==> src/rtl/irq_agg_pkg.sv <==
package irq_agg_pkg;
  localparam int STAT_W = 32;
  localparam int B_RX   = 0;
  localparam int B_TMR  = 4;
  localparam int B_TXS  = 5;
  localparam int B_TXD  = 6;
  localparam int B_USER = 7;
  localparam int B_TX   = 8;
  localparam int B_SYS  = 12;
  localparam int B_WAKE = 13;
  localparam int B_SUSP = 14;
  localparam int B_MGMT = 16;

  function automatic logic [STAT_W-1:0] valid_mask();
    logic [STAT_W-1:0] m;
    m = '0;
    m[B_RX] = 1'b1;  m[B_TMR] = 1'b1;  m[B_TXS] = 1'b1;  m[B_TXD] = 1'b1;
    m[B_USER] = 1'b1; m[B_TX] = 1'b1;  m[B_SYS] = 1'b1;  m[B_WAKE] = 1'b1;
    m[B_SUSP] = 1'b1; m[B_MGMT] = 1'b1;
    return m;
  endfunction

  // sticky bit with write-one-to-clear; a new event overrides the clear
  function automatic logic sticky_next(logic cur, logic clr, logic ev);
    return (cur & ~clr) | ev;
  endfunction
endpackage

==> src/rtl/irq_event_map.sv <==
module irq_event_map
  import irq_agg_pkg::*;
(
  input  logic              ev_rx_last,
  input  logic              ev_rx_first,
  input  logic              lookahead_en,
  input  logic              mgmt_ta_strobe,
  input  logic              mgmt_line,
  input  logic              ev_suspend,
  input  logic              ev_wake,
  input  logic              ev_sys_err,
  input  logic              ev_tx,
  input  logic              ev_tx_done,
  input  logic              ev_tx_start,
  input  logic              user_pend,
  input  logic              tmr_expire,
  output logic              rx_hit,
  output logic              mgmt_err,
  output logic [STAT_W-1:0] ev_vec
);
  assign rx_hit   = ev_rx_last | (ev_rx_first & lookahead_en);
  assign mgmt_err = mgmt_ta_strobe & mgmt_line;

  always_comb begin
    ev_vec         = '0;
    ev_vec[B_RX]   = rx_hit;
    ev_vec[B_TMR]  = tmr_expire;
    ev_vec[B_TXS]  = ev_tx_start;
    ev_vec[B_TXD]  = ev_tx_done;
    ev_vec[B_USER] = user_pend;
    ev_vec[B_TX]   = ev_tx;
    ev_vec[B_SYS]  = ev_sys_err;
    ev_vec[B_WAKE] = ev_wake;
    ev_vec[B_SUSP] = ev_suspend;
    ev_vec[B_MGMT] = mgmt_err;
  end
endmodule

==> src/rtl/irq_sw_timer.sv <==
module irq_sw_timer #(
  parameter int CNT_W = 16
) (
  input  logic             clk,
  input  logic             rst_n,
  input  logic             load,
  input  logic [CNT_W-1:0] load_val,
  output logic [CNT_W-1:0] reload_q,
  output logic             expire
);
  localparam logic [CNT_W-1:0] ONE = CNT_W'(1);
  logic [CNT_W-1:0] cnt_q;

  assign expire = (reload_q != '0) && (cnt_q <= ONE);

  always_ff @(posedge clk or negedge rst_n) begin
    if (!rst_n) begin
      reload_q <= '0;
      cnt_q    <= '0;
    end else if (load) begin
      reload_q <= load_val;
      cnt_q    <= load_val;
    end else if (expire) begin
      cnt_q    <= reload_q;
    end else if (reload_q != '0) begin
      cnt_q    <= cnt_q - ONE;
    end
  end
endmodule

==> src/rtl/irq_sticky_status.sv <==
module irq_sticky_status
  import irq_agg_pkg::*;
(
  input  logic              clk,
  input  logic              rst_n,
  input  logic [STAT_W-1:0] ev_vec,
  input  logic [STAT_W-1:0] clr_vec,
  output logic [STAT_W-1:0] status_q
);
  localparam logic [STAT_W-1:0] KEEP = valid_mask();

  for (genvar i = 0; i < STAT_W; i++) begin : g_bit
    if (KEEP[i]) begin : g_flop
      logic q;
      always_ff @(posedge clk or negedge rst_n) begin
        if (!rst_n) q <= 1'b0;
        else        q <= sticky_next(q, clr_vec[i], ev_vec[i]);
      end
      assign status_q[i] = q;
    end else begin : g_tie
      assign status_q[i] = 1'b0;
    end
  end
endmodule

==> src/rtl/irq_out_gate.sv <==
module irq_out_gate
  import irq_agg_pkg::*;
(
  input  logic [STAT_W-1:0] status_q,
  input  logic [STAT_W-1:0] enable_q,
  input  logic              glob_a,
  input  logic              glob_b,
  output logic              sys_path,
  output logic              gen_path,
  output logic              irq_n
);
  localparam logic [STAT_W-1:0] GEN_MASK = valid_mask() & ~(STAT_W'(1) << B_SYS);

  assign sys_path = status_q[B_SYS] & enable_q[B_SYS];
  assign gen_path = (|(status_q & enable_q & GEN_MASK)) & glob_a & glob_b;
  assign irq_n    = ~(sys_path | gen_path);
endmodule

==> src/rtl/net_irq_aggregator.sv <==
module net_irq_aggregator
  import irq_agg_pkg::*;
#(
  parameter int TMR_W  = 16,
  parameter int ADDR_W = 2
) (
  input  logic              clk,
  input  logic              rst_n,
  input  logic              reg_wr,
  input  logic [ADDR_W-1:0] reg_addr,
  input  logic [31:0]       reg_wdata,
  output logic [31:0]       reg_rdata,
  input  logic              ev_rx_last,
  input  logic              ev_rx_first,
  input  logic              lookahead_en,
  input  logic              mgmt_ta_strobe,
  input  logic              mgmt_line,
  input  logic              ev_suspend,
  input  logic              ev_wake,
  input  logic              ev_sys_err,
  input  logic              ev_tx,
  input  logic              ev_tx_done,
  input  logic              ev_tx_start,
  output logic              irq_n
);
  localparam int PAD = STAT_W - TMR_W;
  localparam logic [ADDR_W-1:0] A_STAT = ADDR_W'(0);
  localparam logic [ADDR_W-1:0] A_EN   = ADDR_W'(1);
  localparam logic [ADDR_W-1:0] A_CTRL = ADDR_W'(2);
  localparam logic [ADDR_W-1:0] A_TMR  = ADDR_W'(3);

  logic              wr_stat, wr_en, wr_ctrl, wr_tmr;
  logic [STAT_W-1:0] clr_vec, ev_vec, status_q, enable_q;
  logic              glob_a, glob_b, user_pend;
  logic              rx_hit, mgmt_err, tmr_expire, sys_path, gen_path;
  logic [TMR_W-1:0]  tmr_reload;

  assign wr_stat = reg_wr && (reg_addr == A_STAT);
  assign wr_en   = reg_wr && (reg_addr == A_EN);
  assign wr_ctrl = reg_wr && (reg_addr == A_CTRL);
  assign wr_tmr  = reg_wr && (reg_addr == A_TMR);
  assign clr_vec = wr_stat ? reg_wdata : '0;

  always_ff @(posedge clk or negedge rst_n) begin
    if (!rst_n) begin
      enable_q  <= '0;
      glob_a    <= 1'b0;
      glob_b    <= 1'b0;
      user_pend <= 1'b0;
    end else begin
      if (wr_en) enable_q <= reg_wdata & valid_mask();
      if (wr_ctrl) begin
        glob_a <= reg_wdata[0];
        glob_b <= reg_wdata[1];
      end
      user_pend <= wr_ctrl && reg_wdata[2];
    end
  end

  irq_sw_timer #(.CNT_W(TMR_W)) u_timer (
    .clk(clk), .rst_n(rst_n), .load(wr_tmr), .load_val(reg_wdata[TMR_W-1:0]),
    .reload_q(tmr_reload), .expire(tmr_expire)
  );

  irq_event_map u_map (
    .ev_rx_last(ev_rx_last), .ev_rx_first(ev_rx_first), .lookahead_en(lookahead_en),
    .mgmt_ta_strobe(mgmt_ta_strobe), .mgmt_line(mgmt_line), .ev_suspend(ev_suspend),
    .ev_wake(ev_wake), .ev_sys_err(ev_sys_err), .ev_tx(ev_tx), .ev_tx_done(ev_tx_done),
    .ev_tx_start(ev_tx_start), .user_pend(user_pend), .tmr_expire(tmr_expire),
    .rx_hit(rx_hit), .mgmt_err(mgmt_err), .ev_vec(ev_vec)
  );

  irq_sticky_status u_status (
    .clk(clk), .rst_n(rst_n), .ev_vec(ev_vec), .clr_vec(clr_vec), .status_q(status_q)
  );

  irq_out_gate u_gate (
    .status_q(status_q), .enable_q(enable_q), .glob_a(glob_a), .glob_b(glob_b),
    .sys_path(sys_path), .gen_path(gen_path), .irq_n(irq_n)
  );

  always_comb begin
    case (reg_addr)
      A_STAT:  reg_rdata = status_q;
      A_EN:    reg_rdata = enable_q;
      A_CTRL:  reg_rdata = {30'b0, glob_b, glob_a};
      A_TMR:   reg_rdata = {{PAD{1'b0}}, tmr_reload};
      default: reg_rdata = '0;
    endcase
  end
endmodule

==> config.mk <==
export PLATFORM = sky130hd
export DESIGN_NAME = net_irq_aggregator
export DESIGN_NICKNAME = d
export VERILOG_FILES = /design/src/rtl/irq_agg_pkg.sv /design/src/rtl/irq_event_map.sv /design/src/rtl/irq_sw_timer.sv /design/src/rtl/irq_sticky_status.sv /design/src/rtl/irq_out_gate.sv /design/src/rtl/net_irq_aggregator.sv
export SDC_FILE = /design/constraint.sdc
export NUM_CORES = 1
export LEC_CHECK = 0
export BUFFER_PORTS_ARGS = -buffer_cell sky130_fd_sc_hd__buf_2
export CORE_MARGIN = 5
export CORE_UTILIZATION = 49
export DETAILED_ROUTE_END_ITERATION = 8
export PLACE_DENSITY = 0.84
export SLEW_MARGIN = 0
export SYNTH_ARGS = -nofsm -noshare
export SYNTH_HDL_FRONTEND = slang
export SYNTH_SLANG_ARGS = --single-unit
==> constraint.sdc <==
create_clock -name clk -period 3.15 [get_ports clk]
set_input_delay 0.315 -clock clk [delete_from_list [all_inputs] [get_ports clk]]
set_output_delay 0.315 -clock clk [all_outputs]
set_load 0.05 [all_outputs]
# Word-level counts from Yosys, hierarchy flattened

Cells that the tools add are included.

Register bits: 55
Input port bits: 48
Output and inout port bits: 33
Word-level logic and storage cells: 75

Add/sub/neg operators: 1
Order comparisons: 1
Equal/unequal tests: 3
Multiplexer cells: 5
Bitwise operators: 39
Reduce and logical (&&, ||, !) cells: 10

Operator list:

| cell                                                            | number |
|---|---|
| one-hot mux 32 bit (4 select lines)                             | 1 |
| two-way mux 16 bit                                              | 3 |
| AND 17 bit                                                      | 1 |
| two-way mux 17 bit                                              | 1 |
| less-or-equal comparator 16 x 1 -> 1 bit, second input constant | 1 |
| nonzero test 16 bit                                             | 1 |
| subtractor 16 x 1 -> 16 bit, second input constant              | 1 |
| AND 1 bit                                                       | 15 |
| OR 1 bit                                                        | 12 |
| inverter 1 bit                                                  | 11 |
| OR reduction 9 bit                                              | 1 |
| logical AND 1 bit                                               | 6 |
| equality test 2 bit, second input constant                      | 2 |
| nonzero test 3 bit                                              | 1 |
| equality test 2 x 1 -> 1 bit, second input constant             | 1 |
| zero test 2 bit                                                 | 1 |

# Logic depth before layout (Yosys ltp)

Depth after elaboration: 6
Mapped depth: 8
Mapped depth without buffers: 7

# Hierarchy

From an unflattened synthesis, not the netlist that was laid out.

Cells, all modules: 418
Area total of the unflattened synthesis: 3971.3 um^2

Modules (own cells, without submodules):

| module             | instances | cells an instance | area an instance (um^2) | sequential area each (um^2) |
|---|---|---|---|---|
| irq_sw_timer       | 1         | 191               | 1829.3                  | 800.8 |
| net_irq_aggregator | 1         | 121               | 1219.9                  | 325.3 |
| irq_sticky_status  | 1         | 63                | 606.8                   | 250.2 |
| irq_event_map      | 1         | 35                | 257.7                   | 0.0 |
| irq_out_gate       | 1         | 8                 | 57.6                    | 0.0 |

# Worst setup path after synthesis

Ideal clock, no wire load.

Path kind: input -> output
From: in reg_addr[0]
To: out reg_rdata[12]
Data arrival time: 2248 ps
Required time: 2835 ps
Setup slack: 587 ps
Stages: 4
Buffers on the path: 2
Path through: buf_1 clkbuf_1 mux2i_1 o21ai_0

Longest elaborated chain between the ends: 2
Elaborated cells between the ends (all ways): 5
Classes of those cells: eq/ne: 3; mux: 1; reduce/logical: 1

Ends and longest elaborated chain:

| item                                              | line                     | RTL |
|---|---|---|
| from (decl)                                       | net_irq_aggregator.sv:10 | `input logic [ADDR_W-1:0] reg_addr,` |
| equality test 2 bit, or another cell as far along | net_irq_aggregator.sv:83 | `case (reg_addr)` |
| one-hot mux 32 bit (4 select lines) *             | net_irq_aggregator.sv:83 |  |
| to (decl)                                         | net_irq_aggregator.sv:12 | `output logic [31:0] reg_rdata,` |

Mark *: on every way between the ends. The rest lies on a longest branch, timed or not. The select of a mux whose other input is x is not followed.

# Worst setup path in the final report

From: reg u_timer.cnt_q[0]
To: reg u_timer.cnt_q[13]

Longest elaborated chain between the ends: 4
Elaborated cells between the ends (all ways): 7
Classes of those cells: add/sub: 1; order compare: 1; mux: 3; reduce/logical: 2

Ends and longest elaborated chain:

| item                                                                                           | line                                   | RTL |
|---|---|---|
| from (decl)                                                                                    | irq_sw_timer.sv:12                     | `logic [CNT_W-1:0] cnt_q;` |
| from (signal assigned)                                                                         | irq_sw_timer.sv:22                     | `cnt_q <= load_val;` |
| from (signal assigned)                                                                         | irq_sw_timer.sv:24                     | `cnt_q <= reload_q;` |
| from (signal assigned)                                                                         | irq_sw_timer.sv:26                     | `cnt_q <= cnt_q - ONE;` |
| subtractor 16 x 1 -> 16 bit / less-or-equal comparator 16 x 1 -> 1 bit (equally long branches) | irq_sw_timer.sv:26, irq_sw_timer.sv:14 |  |
| two-way mux 16 bit / logical AND 1 bit (equally long branches)                                 | irq_sw_timer.sv:25, irq_sw_timer.sv:14 |  |
| two-way mux 16 bit                                                                             | irq_sw_timer.sv:23                     | `end else if (expire) begin` |
| two-way mux 16 bit                                                                             | irq_sw_timer.sv:20                     | `end else if (load) begin` |

Parallel ways exist; a longest one is shown, timed or not. The select of a mux whose other input is x is not followed.
A chain may end at the register's enable or synchronous reset.

==> impl_metrics.toml <==
[outcome]
outcome = "finished, final reports clean"

[routing]
num_vias = 2867
first_pass_iters = 6
via_per_inst = 6.192
antenna_left = 0
drt_iter0_drc = 383
drc = 0
wl_per_cell_um = 17.90
routed_wl_um = 8290

[clocking]
cts.reportedPaths.clkPinSlew_ps = 110
cts-root-buf = "clkbuf_8"
post_cts_buffers = 0
cts_tree = "done"
holdBufCountCts = 0
clk_path_buf_depth = 2
clk_latency_ps = 320
cts_buffers = 5
cts_resized = 0
clkSinkCount = 55
clock_tree.htree_level_count = 2

[die]
dieArea_sq_mm = 0.008276
io_pins = 81
coreArea_sq_mm = 0.006350
rows = 29
dieWidth_um = 90.98
start_util_pct = 50.60
die_h_um = 90.98

[grt]
antenna_found_initial = 0
grt_max_degree = 31
overflow = 0
grt_pass1_wl_um = 13770
groute.usage.overall_pct = 19.95
grt_pass1_vias = 2776

[synth]
synth_adder_area_share_pct = 0.7788
synth-compound-area-share_pct = 19.12
ys_seq_elements = 55
async_reset_ff_share_pct = 100.0
ys.flop_type = "dfrtp_1"
ys_seq_area_share_pct = 42.83
synth_edf_count = 0
synthMuxAreaShare_pct = 8.333
synth_top_family_by_area = "simple AND/OR/NAND/NOR gates"
synth_cells = 344
ys_warn_count = 0
synth_xor_area_share_pct = 0.2726
ys_types = 62
syn_area_sq_mm = 0.003213
synthSimpleGateAreaFrac_pct = 20.95
avgSynthCellArea_sq_um = 9.340

[pwr]
p_leak_uw = 0.001591
max-vdd-ir-drop_mv = 0.3213
power-per-cell-area_mw_per_mm2 = 592.3

[sta]
rsz0062_at_grt = "no"
min_period_ps = 2578
fin_crit_sh_pct = 81.83
report.final.slew_viol_count = 0
worstMarginPinSlew_ps = 1034
hold_viol_final = 0
fmax_mhz = 387.9
clock_skew_ps = 9.063
tns_ps = 0
setup-violations-final = 0
maxSlewHeadroom_pct = 31.06

[placed_design]
finalWeightedCongestion = 0.8968
port_buffers = 50
hpwl_um = 6025
placed_area_sq_mm = 0.003436

[critical_path]
cp.arrival_ps = 2790
end_kind = "flop"
start_kind = "flop"
critPathKind = "reg -> reg"
crit_required_ps = 3370
crit_fanout = 15

[final_layout]
syn2layout_area_growth_pct = 9.813
antenna_cells = 0
final_cell_mix = "nand2_1, dfrtp_1, buf_2, o21ai_0, conb_1"
drive_gt1_share_pct = 22.80
finalInstanceArea_sq_mm = 0.003528
layout_commonest_cell = "nand2_1"
final_nets = 435

[run]
cap_violations = 0

[min_path]
hp-class = "in -> async"
-- where the power goes --
group          switching, uW  internal [uW]
registers                202            847
clock network            250            161
logic                    384            246
-- logic make-up after synthesis --
group / Yosys count
compound gates: 85
xor+xnor: 1
fa+ha+maj: 2
buf+inv: 42
flops: 55
mux: 24
other cells: 1
simple gates: 134
-- final cells by class --
type | count | area, sq um
sequential | 55 | 1376
fill | 552 | 2821
multi-input combinational | 261 | 1645
clock inverter | 3 | 23.77
inverter | 6 | 22.52
timing repair buffer | 56 | 295.3
tap | 77 | 96.34
clock buffer | 5 | 68.82
-- routing by layer --
layer	track usage [%]	wire length (um)	vias up
met1	26.79	3362	1384
met4	5.623	166	0
met5	0	0	-
met3	3.058	594	24
li1	-	-	1309
met2	33.53	4166	150
-- registers in the layout, summed over array words and instances, names as in the netlist --
signal / count
glob_b: 1
user_pend: 1
glob_a: 1
enable_q: 10
u_timer.cnt_q: 16
u_timer.reload_q: 16
u_status.g_bit.g_flop.q: 10
-- critical path, cell delays in order, from the launching register on --
cell      delay [ps]
dfrtp_1          450
inv_1            110
ha_1             290
o211ai_4         340
or2_0            840
o21ai_0          170
a221oi_1         280
-- path summary, 6_finish.rpt --
| check | end | cells past startpoint | slack, ps | from |
|---|---|---|---|---|
| setup / recovery | u_timer.cnt_q[13]$_DFFE_PN0P_ | 6 | 570 | u_timer.cnt_q[0]$_DFFE_PN0P_ |
| hold / removal | u_timer.reload_q[5]$_DFFE_PN0P_ | 1 | 20 | rst_n |
| setup reg to reg | u_timer.cnt_q[13]$_DFFE_PN0P_ | 6 | 570 | u_timer.cnt_q[0]$_DFFE_PN0P_ |
| hold reg to reg | u_status.g_bit[7].g_flop.q$_DFF_PN0_ | 1 | 440 | user_pend$_DFF_PN0_ |
| max in group asynchronous | u_timer.reload_q[13]$_DFFE_PN0P_ | 2 | 2300 | rst_n |
| min in group clk | u_status.g_bit[5].g_flop.q$_DFF_PN0_ | 2 | 160 | ev_tx_start |
-- cells in the mapped netlist (4+ instances only) --
cell | count | area share (%)
nand2_1 | 67 | 7.8
dfrtp_1 | 55 | 43
o21ai_0 | 19 | 3.0
buf_4 | 16 | 3.7
nor2_1 | 13 | 1.5
mux2_2 | 12 | 4.2
clkbuf_1 | 11 | 1.3
mux2i_1 | 11 | 3.4
a21oi_1 | 9 | 1.4
nand3_1 | 8 | 1.2
a21o_1 | 7 | 1.6
and3_1 | 7 | 1.4
nor3_1 | 7 | 1.1
inv_1 | 6 | 0.70
nor4_1 | 6 | 1.2
o31ai_1 | 6 | 1.4
a22oi_1 | 5 | 1.2
a31oi_1 | 5 | 0.97
a221oi_1 | 4 | 1.1
nand4_1 | 4 | 0.78
o211ai_1 | 4 | 0.93
-- stage by stage --
stage / hold slack, ps / utilization, % / setup WS, ps / cells / total power (uW)
floorplan: 19.41 / - / 587.2 / 358 / 1520
detailed placement: 395.2 / 54.11 / 652.0 / 455 / 1680
finish: 21.17 / 55.57 / 572.3 / 463 / 2090
global route: 70.49 / 55.57 / 367.7 / 463 / 2207
CTS: 43.86 / 55.57 / 649.3 / 463 / 2086
global placement: 390.6 / 54.11 / 816.4 / 455 / 1647
Note: power is estimated with default switching activity, not from simulation.
